--- src/rtl/dac_upd_pkg.sv ---
package dac_upd_pkg;

    localparam int unsigned DEF_NUM_CH  = 4;
    localparam int unsigned DEF_DATA_W  = 16;
    localparam int unsigned DEF_ADDR_W  = 3;
    localparam int unsigned DEF_STAGES  = 2;

    typedef enum logic [1:0] {
        XF_NONE = 2'd0,
        XF_ONE  = 2'd1,
        XF_ALL  = 2'd2
    } xfer_kind_e;

endpackage

--- src/rtl/dac_pin_sync.sv ---
module dac_pin_sync #(
    parameter int unsigned STAGES  = 2,
    parameter logic        IDLE    = 1'b1
) (
    input  logic clk,
    input  logic rst_n,
    input  logic pin_i,
    output logic lvl_o,
    output logic last_o
);

    typedef struct packed {
        logic [STAGES-1:0] pipe;
        logic              last;
    } sync_state_t;

    sync_state_t st_d, st_q;

    always_comb begin
        st_d = st_q;
        st_d.pipe[0] = pin_i;
        for (int i = 1; i < int'(STAGES); i++) begin
            st_d.pipe[i] = st_q.pipe[i-1];
        end
        st_d.last = st_q.pipe[STAGES-1];
    end

    always_ff @(posedge clk or negedge rst_n) begin
        if (!rst_n) begin
            st_q.pipe <= {STAGES{IDLE}};
            st_q.last <= IDLE;
        end else begin
            st_q <= st_d;
        end
    end

    assign lvl_o  = st_q.pipe[STAGES-1];
    assign last_o = st_q.last;

endmodule

--- src/rtl/dac_upd_ctrl.sv ---
module dac_upd_ctrl
    import dac_upd_pkg::*;
#(
    parameter int unsigned NUM_CH = DEF_NUM_CH,
    parameter int unsigned ADDR_W = DEF_ADDR_W
) (
    input  logic              clk,
    input  logic              rst_n,
    input  logic              frame_lvl_i,
    input  logic              frame_last_i,
    input  logic              load_lvl_i,
    input  logic              load_last_i,
    input  logic              wr_vld_i,
    input  logic [ADDR_W-1:0] wr_addr_i,
    output logic [NUM_CH-1:0] xfer_o
);

    localparam int unsigned CH_W = (NUM_CH > 1) ? $clog2(NUM_CH) : 1;

    typedef struct packed {
        logic            pend_vld;
        logic [CH_W-1:0] pend_ch;
        logic            defer_all;
    } ctrl_state_t;

    ctrl_state_t st_d, st_q;
    xfer_kind_e  kind;
    logic        frame_rise;
    logic        load_fall;
    logic        addr_ok;

    // frame pin is active low: its rise closes a frame
    assign frame_rise = frame_lvl_i & ~frame_last_i;
    assign load_fall  = ~load_lvl_i & load_last_i;
    assign addr_ok    = (int'(wr_addr_i) < int'(NUM_CH));

    always_comb begin
        st_d = st_q;
        kind = XF_NONE;

        if (load_fall) begin
            if (frame_lvl_i) kind = XF_ALL;
            else             st_d.defer_all = 1'b1;
        end

        if (frame_rise) begin
            if (st_q.defer_all) begin
                kind = XF_ALL;
            end else if (!load_lvl_i && st_q.pend_vld && kind == XF_NONE) begin
                kind = XF_ONE;
            end
            st_d.pend_vld  = 1'b0;
            st_d.defer_all = 1'b0;
        end

        if (wr_vld_i && addr_ok) begin
            st_d.pend_vld = 1'b1;
            st_d.pend_ch  = wr_addr_i[CH_W-1:0];
        end
    end

    always_comb begin
        xfer_o = '0;
        unique case (kind)
            XF_ALL: xfer_o = '1;
            XF_ONE: begin
                for (int i = 0; i < int'(NUM_CH); i++) begin
                    xfer_o[i] = (st_q.pend_ch == CH_W'(i));
                end
            end
            default: xfer_o = '0;
        endcase
    end

    always_ff @(posedge clk or negedge rst_n) begin
        if (!rst_n) begin
            st_q <= '0;
        end else begin
            st_q <= st_d;
        end
    end

    AST_QUIET_IN_FRAME: assert property (@(posedge clk) disable iff (!rst_n)
        !frame_lvl_i |-> (xfer_o == '0));
    AST_SINGLE_LANE: assert property (@(posedge clk) disable iff (!rst_n)
        (frame_rise && !load_lvl_i && !st_q.defer_all && !load_fall)
            |-> $onehot0(xfer_o));
    AST_HELD_FRAME: assert property (@(posedge clk) disable iff (!rst_n)
        (frame_rise && load_lvl_i && !st_q.defer_all) |-> (xfer_o == '0));
    AST_FALL_ALL: assert property (@(posedge clk) disable iff (!rst_n)
        (load_fall && frame_lvl_i) |-> (&xfer_o));
    AST_DEFER_ALL: assert property (@(posedge clk) disable iff (!rst_n)
        (frame_rise && st_q.defer_all) |-> (&xfer_o));

endmodule

--- src/rtl/dac_chan_bank.sv ---
module dac_chan_bank
    import dac_upd_pkg::*;
#(
    parameter int unsigned NUM_CH = DEF_NUM_CH,
    parameter int unsigned DATA_W = DEF_DATA_W,
    parameter int unsigned ADDR_W = DEF_ADDR_W
) (
    input  logic                     clk,
    input  logic                     rst_n,
    input  logic                     wr_vld_i,
    input  logic [ADDR_W-1:0]        wr_addr_i,
    input  logic [DATA_W-1:0]        wr_data_i,
    input  logic [NUM_CH-1:0]        xfer_i,
    output logic [NUM_CH*DATA_W-1:0] live_o
);

    typedef struct packed {
        logic [NUM_CH-1:0][DATA_W-1:0] stage;
        logic [NUM_CH-1:0][DATA_W-1:0] live;
    } bank_state_t;

    bank_state_t st_d, st_q;

    always_comb begin
        st_d = st_q;
        for (int ch = 0; ch < int'(NUM_CH); ch++) begin
            if (wr_vld_i && (wr_addr_i == ADDR_W'(ch))) begin
                st_d.stage[ch] = wr_data_i;
            end
            if (xfer_i[ch]) begin
                st_d.live[ch] = st_q.stage[ch];
            end
        end
    end

    always_ff @(posedge clk or negedge rst_n) begin
        if (!rst_n) begin
            st_q <= '0;
        end else begin
            st_q <= st_d;
        end
    end

    generate
        for (genvar g = 0; g < int'(NUM_CH); g++) begin : g_lane
            assign live_o[g*DATA_W +: DATA_W] = st_q.live[g];

            AST_LIVE_HOLD: assert property (@(posedge clk) disable iff (!rst_n)
                !xfer_i[g] |=> $stable(st_q.live[g]));
            AST_LIVE_TAKE: assert property (@(posedge clk) disable iff (!rst_n)
                xfer_i[g] |=> (st_q.live[g] == $past(st_q.stage[g])));
        end
    endgenerate

    AST_BAD_CODE: assert property (@(posedge clk) disable iff (!rst_n)
        (wr_vld_i && (int'(wr_addr_i) >= int'(NUM_CH))) |=> $stable(st_q.stage));

endmodule

--- src/rtl/dac_dbuf_update.sv ---
module dac_dbuf_update
    import dac_upd_pkg::*;
#(
    parameter int unsigned NUM_CH      = DEF_NUM_CH,
    parameter int unsigned DATA_W      = DEF_DATA_W,
    parameter int unsigned ADDR_W      = DEF_ADDR_W,
    parameter int unsigned SYNC_STAGES = DEF_STAGES
) (
    input  logic                     clk,
    input  logic                     rst_n,
    input  logic                     frame_n_i,
    input  logic                     load_n_i,
    input  logic                     wr_vld_i,
    input  logic [ADDR_W-1:0]        wr_addr_i,
    input  logic [DATA_W-1:0]        wr_data_i,
    output logic [NUM_CH*DATA_W-1:0] dac_code_o
);

    logic              frame_lvl, frame_last;
    logic              load_lvl, load_last;
    logic [NUM_CH-1:0] xfer;

    dac_pin_sync #(.STAGES(SYNC_STAGES), .IDLE(1'b1)) u_frame_sync (
        .clk    (clk),
        .rst_n  (rst_n),
        .pin_i  (frame_n_i),
        .lvl_o  (frame_lvl),
        .last_o (frame_last)
    );

    dac_pin_sync #(.STAGES(SYNC_STAGES), .IDLE(1'b1)) u_load_sync (
        .clk    (clk),
        .rst_n  (rst_n),
        .pin_i  (load_n_i),
        .lvl_o  (load_lvl),
        .last_o (load_last)
    );

    dac_upd_ctrl #(.NUM_CH(NUM_CH), .ADDR_W(ADDR_W)) u_ctrl (
        .clk          (clk),
        .rst_n        (rst_n),
        .frame_lvl_i  (frame_lvl),
        .frame_last_i (frame_last),
        .load_lvl_i   (load_lvl),
        .load_last_i  (load_last),
        .wr_vld_i     (wr_vld_i),
        .wr_addr_i    (wr_addr_i),
        .xfer_o       (xfer)
    );

    dac_chan_bank #(.NUM_CH(NUM_CH), .DATA_W(DATA_W), .ADDR_W(ADDR_W)) u_bank (
        .clk       (clk),
        .rst_n     (rst_n),
        .wr_vld_i  (wr_vld_i),
        .wr_addr_i (wr_addr_i),
        .wr_data_i (wr_data_i),
        .xfer_i    (xfer),
        .live_o    (dac_code_o)
    );

endmodule

--- config.mk ---
export PLATFORM = sky130hd
export DESIGN_NAME = dac_dbuf_update
export DESIGN_NICKNAME = d
export VERILOG_FILES = /design/src/rtl/dac_upd_pkg.sv /design/src/rtl/dac_pin_sync.sv /design/src/rtl/dac_upd_ctrl.sv /design/src/rtl/dac_chan_bank.sv /design/src/rtl/dac_dbuf_update.sv
export SDC_FILE = /design/constraint.sdc
export NUM_CORES = 1
export LEC_CHECK = 0
export BUFFER_PORTS_ARGS = -buffer_cell sky130_fd_sc_hd__buf_2
export CAP_MARGIN = 20
export CORE_UTILIZATION = 34
export CTS_CLUSTER_SIZE = 14
export DETAILED_ROUTE_END_ITERATION = 12
export GPL_TIMING_DRIVEN = 0
export PLACE_DENSITY = 0.51
export RECOVER_POWER = 25
export SLEW_MARGIN = 20
export SYNTH_ARGS = -nofsm -noshare
export SYNTH_HDL_FRONTEND = slang
export SYNTH_SLANG_ARGS = --single-unit
--- constraint.sdc ---
create_clock -name clk -period 2.6 [get_ports clk]
set_input_delay 0.13 -clock clk [delete_from_list [all_inputs] [get_ports clk]]
set_output_delay 0.13 -clock clk [all_outputs]
set_load 0.02 [all_outputs]
# Word-level counts from Yosys, hierarchy flattened
# Cells that the tools add are included.
# totals
output_inout_bits	64
inputBits	24
elab_cells	54
regBits	138
# op_classes
bitwise_logic	4
n_mux	11
n_lt_le_gt_ge	1
n_reduce_logical	14
eq_ne	9
# ops
cell	count
$mux W2	5
$pmux W4 S2	1
$logic_and A1 B1 Y1	7
$eq A2 B2 Y1 const B	3
$eq A3 B2 Y1 const B	2
$eq A2 B1 Y1 const B	2
$logic_not A2 Y1	2
$mux W1	4
$reduce_bool A2 Y1	2
$eq A3 B1 Y1 const B	1
$logic_not A3 Y1	1
$lt A3 B3 Y1 const B	1
$mux W3	1
$and A1 B1 Y1	2
$ne A2 B1 Y1 const B	1
$not A1 Y1	2
$reduce_and A2 Y1	1
$logic_not A1 Y1	1

# Longest topological paths before layout
# depth
depth_word	10
depth_mapped	8
depth_no_buf	7

# Modules after synthesis
# Synthesis repeated with hierarchy kept, for this count alone.
# hier_totals
cells_unflattened	373
area_unflattened_um2	5741.8
# modules_own_cells
module	cells_per_inst	instances	seq_area_each_um2	area_per_inst_um2
dac_chan_bank	338	1	3203.1	5285.1
dac_upd_ctrl	29	1	100.1	299.0
dac_pin_sync	3	2	78.8	78.8

# Least setup slack after synthesis
# No wires, ideal clock.
# synth_path
path_type	register to register
start	register u_frame_sync.st_q (netlist bit u_frame_sync.lvl_o)
end	register u_bank.st_q (netlist bit u_bank.live_o[10])
path_stages_with_launch	8
slack_ns	0.196
required_ns	2.475
period_less_slack_ns	2.404
t_arrival_ns	2.279
n_path_buf	1
setup_ns	0.125
path_cell_list	dfstp_2 > nand2b_1 > or4_1 > ha_1 > nor2_1 > a21oi_2 > buf_6 > mux2_2
# synth_between
elab_chain_cells	9
word_cells_on_any_way	11
cone_classes	2 x eq/ne; 6 x mux; 1 x bitwise; 2 x reduce/logical
# synth_rtl
item	line_no	rtl
from (decl)	dac_pin_sync.sv:17	sync_state_t st_d, st_q;
from (signal assigned)	dac_pin_sync.sv:33	st_q <= st_d;
$mux W2	dac_upd_ctrl.sv:42	if (frame_lvl_i) kind = XF_ALL;
$mux W2	dac_upd_ctrl.sv:41	if (load_fall) begin
$logic_not A2 Y1	dac_upd_ctrl.sv:49	end else if (!load_lvl_i && st_q.pend_vld && kind == XF_NONE) begin
$logic_and A1 B1 Y1	dac_upd_ctrl.sv:49	
$mux W2	dac_upd_ctrl.sv:49	
$mux W2	dac_upd_ctrl.sv:47	if (st_q.defer_all) begin
$mux W2 *	dac_upd_ctrl.sv:46	if (frame_rise) begin
$eq A2 B1 Y1 / $eq A2 B2 Y1 (equally long branches)	dac_upd_ctrl.sv:64	unique case (kind)
$pmux W4 S2 *	dac_upd_ctrl.sv:64	
to (signal assigned)	dac_chan_bank.sv:40	st_q <= st_d;
to (decl)	dac_chan_bank.sv:22	bank_state_t st_d, st_q;
# Mark *: on every way between the ends. The rest lies on a longest branch, timed or not.
# A chain may end at the register's enable or synchronous reset.

# Worst setup path in the final report
# layout_path
start	register u_frame_sync.st_q (netlist bit u_frame_sync.lvl_o)
end	register u_bank.st_q (netlist bit u_bank.live_o[45])
# The elaborated chain is that of the path after synthesis.

==> run_results.csv <==
group,metric,value,unit
hold_path,min_path_type,"input pin to flop",
timing,fmax,400,MHz
worst_setup_path,endpoint_kind,"flop",
routing,ant_nets,0,
worst_setup_path,crit_path_max_fanout,10,
final_layout,multi_input_area,0.00170,mm2
final_layout,final_area,0.00720,mm2
synth,async_reset_ff_share,100,%
routing,drt_wl_total,11300,um
synth,yosys.area.top_type,"dfrtp_1",
routing,dr.pass1.iters,4,
routing,drt_iter0_markers,85,
synth,synthFlopType,"dfrtp_1",
routing,drc,0,
power_and_ir_drop,power,0.00828,W
clocking,insertion_delay,0.42,ns
synth,ys_types,26,
power_and_ir_drop,p_per_area,1150,mW/mm2
worst_setup_path,crit_chain,"nand2b_1 > or4_1 > ha_2 > nor2b_2 > a31oi_4 > buf_4 > mux2_2",
power_and_ir_drop,peakVddDrop,0.000578,V
clocking,clock-sinks,138,
timing,fin_crit_sh,96.1,%
floorplan,fp.dieW,132,um
hold_path,holdPathStages,2,
place,hpwl,7430,um
final_layout,fillers,1563,
timing,rsz0062_at_grt,"false",
hold_path,min_to,"u_bank.st_q[127]",
floorplan,die_y,132,um
global_route,grt_max_degree,101,
worst_setup_path,r2r_end,"u_bank.live_o[45]",
place,place_congestion,0.714,
global_route,grt_pass1_wl,18100,um
clocking,cts_tree,"built",
worst_setup_path,cp_data_required_time,2.90,ns
place,place_ws,-0.140,ns
clocking,root_buffer,"clkbuf_16",
power_and_ir_drop,power.leakage,3.42,nW
timing,drv_slew,39,
timing,max_slew.worst_pin.slew,1.83,ns
global_route,first_global_vias,3361,
floorplan,die-area,0.0174,mm2
run_status,violations,"max-capacitance violations, max-slew violations",
clocking,htree_levels,4,
worst_setup_path,cp.arrival,2.80,ns
worst_setup_path,max_stage_delay,0.56,ns
synth,synth_area_leaders,"dfrtp_1, mux2_2, buf_4",
routing,vias,3190,
place,port_buffers,87,
timing,hold_viol_final,0,
worst_setup_path,timing.rr.start,"u_frame_sync.lvl_o",
worst_setup_path,reg2reg_slack,0.10,ns
synth,synth_nets,397,
worst_setup_path,path_class,"flop to flop",
synth,synth_edf_count,0,
timing,finClkSkew,0.00634,ns
synth,syn_inst,371,
worst_setup_path,crit_buf_inv,1,
final_layout,drive_gt1_share,65.4,%
synth,syn_area_per_cell,15.5,um2
global_route,overflow,0,
clocking,ctsLongestPathBuffers,2,
timing,setup_viol,0,
floorplan,fp-row-count,47,
synth,syn_area,0.00574,mm2
run,maxCapViolCount,1,
worst_setup_path,cp-start-kind,"flop",
synth,yosysTopAreaCellShare,57.6,%
worst_setup_path,r2r_cells,7,
global_route,grtUsageTotal,14.2,%
run_status,outcome,"finished with violations",
synth,synth-seq-cells,138,
worst_setup_path,crit_family,"simple AND/OR/NAND/NOR gates",
floorplan,initial_core_util,34.7,%
timing,setup_ws,0.102,ns
place,place_area,0.00648,mm2
synth,synth_warnings,0,
timing,relSlewSlack,-21.9,%
floorplan,pin_count,88,
clocking,cts_made_buffers,17,
final_layout,diodes,0,
clocking,clkSlewWorstSetupHoldPaths,0.06,ns
global_route,antenna_found_initial,0,
routing,wl_per_cell,15.5,um
worst_setup_path,slowest_stage,"dfstp_2",
final_layout,area.growth.synth_to_final,25.6,%
routing,vias_per_cell,4.38,
final_layout,seq_area,0.00346,mm2
synth,ys_seq_area_share,60.3,%
final_layout,nets,522,
floorplan,core,0.0165,mm2
hold_path,min_from,"wr_data_i[15]",
timing,period_needed,2.50,ns
==> what timing repair did <==
item                                    4_1_cts  5_1_grt
hold buffers                                 13        0
endpoints found under the hold margin        67        0
endpoints found under the setup margin       40       39
pin swaps                                     1        2
buffers inserted                              2        3
gates resized for setup                       2        2
cloned                                        0        0
==> flip-flops by register name, summed over array words and instances (netlist names) <==
signal and count:
u_bank.st_q 64, u_frame_sync.lvl_o 1, u_bank.live_o 64, u_load_sync.lvl_o 1, u_ctrl.st_q 4, u_load_sync.last_o 1
u_frame_sync.st_d 1, u_load_sync.st_d 1, u_frame_sync.last_o 1
==> how the worst max path moves through the flow <==
| stage | from | to | slack (ns) | depth (start not counted) |
|---|---|---|---|---|
| 2_1_floorplan | u_frame_sync.lvl_o | u_bank.live_o[10] | 0.20 | 7 |
| 3_3_place_gp | rst_n | u_ctrl.st_q[0] | -0.51 | 1 |
| 3_5_place_dp | u_frame_sync.lvl_o | u_bank.live_o[21] | -0.14 | 7 |
| 4_1_cts | u_frame_sync.lvl_o | u_bank.live_o[10] | -0.05 | 7 |
| 5_1_grt | u_frame_sync.lvl_o | u_bank.live_o[45] | 0.003 | 7 |
| 6_report | u_frame_sync.lvl_o | u_bank.live_o[45] | 0.10 | 7 |
==> layout make-up <==
cell class	instances	area share [%]
Clock buffer	20	6.20
Sequential cell	138	48.1
Inverter	3	0.156
Tap cell	220	3.82
Clock inverter	11	1.72
Multi-Input combinational cell	158	23.6
Buffer	72	7.66
Timing Repair Buffer	106	8.81
==> report_power, final <==
group          total (W)  internal (W)  leakage, nW  switching (W)
clock network    0.00232       0.00143        0.272       0.000892
logic            0.00271       0.00148         1.48        0.00123
registers        0.00325       0.00288         1.67       0.000365
==> cell families after synthesis <==
family / count (synthesis) / share of synthesized area, %
flops: 138 / 60.3
buf+inv: 75 / 9.88
mux: 129 / 25.3
simple gates: 21 / 2.79
fa+ha+maj: 2 / 0.436
compound gates: 6 / 1.22
==> cells in the mapped netlist (all sizes together), types with 2 or more instances <==
cell type  number
inv             3
nor2            4
nor2b           4
dfstp           6
mux2          129
nand2           5
ha              2
a31oi           3
buf            72
nand2b          3
dfrtp         132
==> routing by layer <==
layer	up-vias	track usage [%]	share of wire, %
li1	1471	-	-
met1	1630	17.5	45
met2	70	22.6	49
met3	19	4.23	4.6
met4	0	7.36	2.0
met5	-	0	0
==> cell usage in the layout, fill, tap and decap left out, types with 3 or more instances in the layout <==
cell / Yosys / final
dfrtp_1: 132 / 132
mux2_2: 129 / 129
buf_2: 0 / 83
buf_4: 69 / 73
clkbuf_16: 0 / 17
dlygate4sd3_1: 0 / 13
clkbuf_1: 0 / 6
nand2_1: 5 / 5
dfstp_2: 6 / 5
inv_1: 3 / 3
nand2b_1: 2 / 3
clkinv_2: 0 / 3
clkinvlp_4: 0 / 3
clkinv_4: 0 / 3
==> metrics by stage <==
step | cells | TNS (ns) | util, % | hold slack (ns)
global route | 728 | 0 | 43.6 | 0.00545
floorplan | 371 | 0 | - | -0.166
finish | 728 | 0 | 43.6 | 0.0130
CTS | 725 | -0.376 | 43.6 | 0.00614
detailed placement | 679 | -4.61 | 39.2 | 0.0309
global placement | 678 | -68.95 | 39.0 | 0.237
No activity file was read; power rests on OpenSTA's default activity.
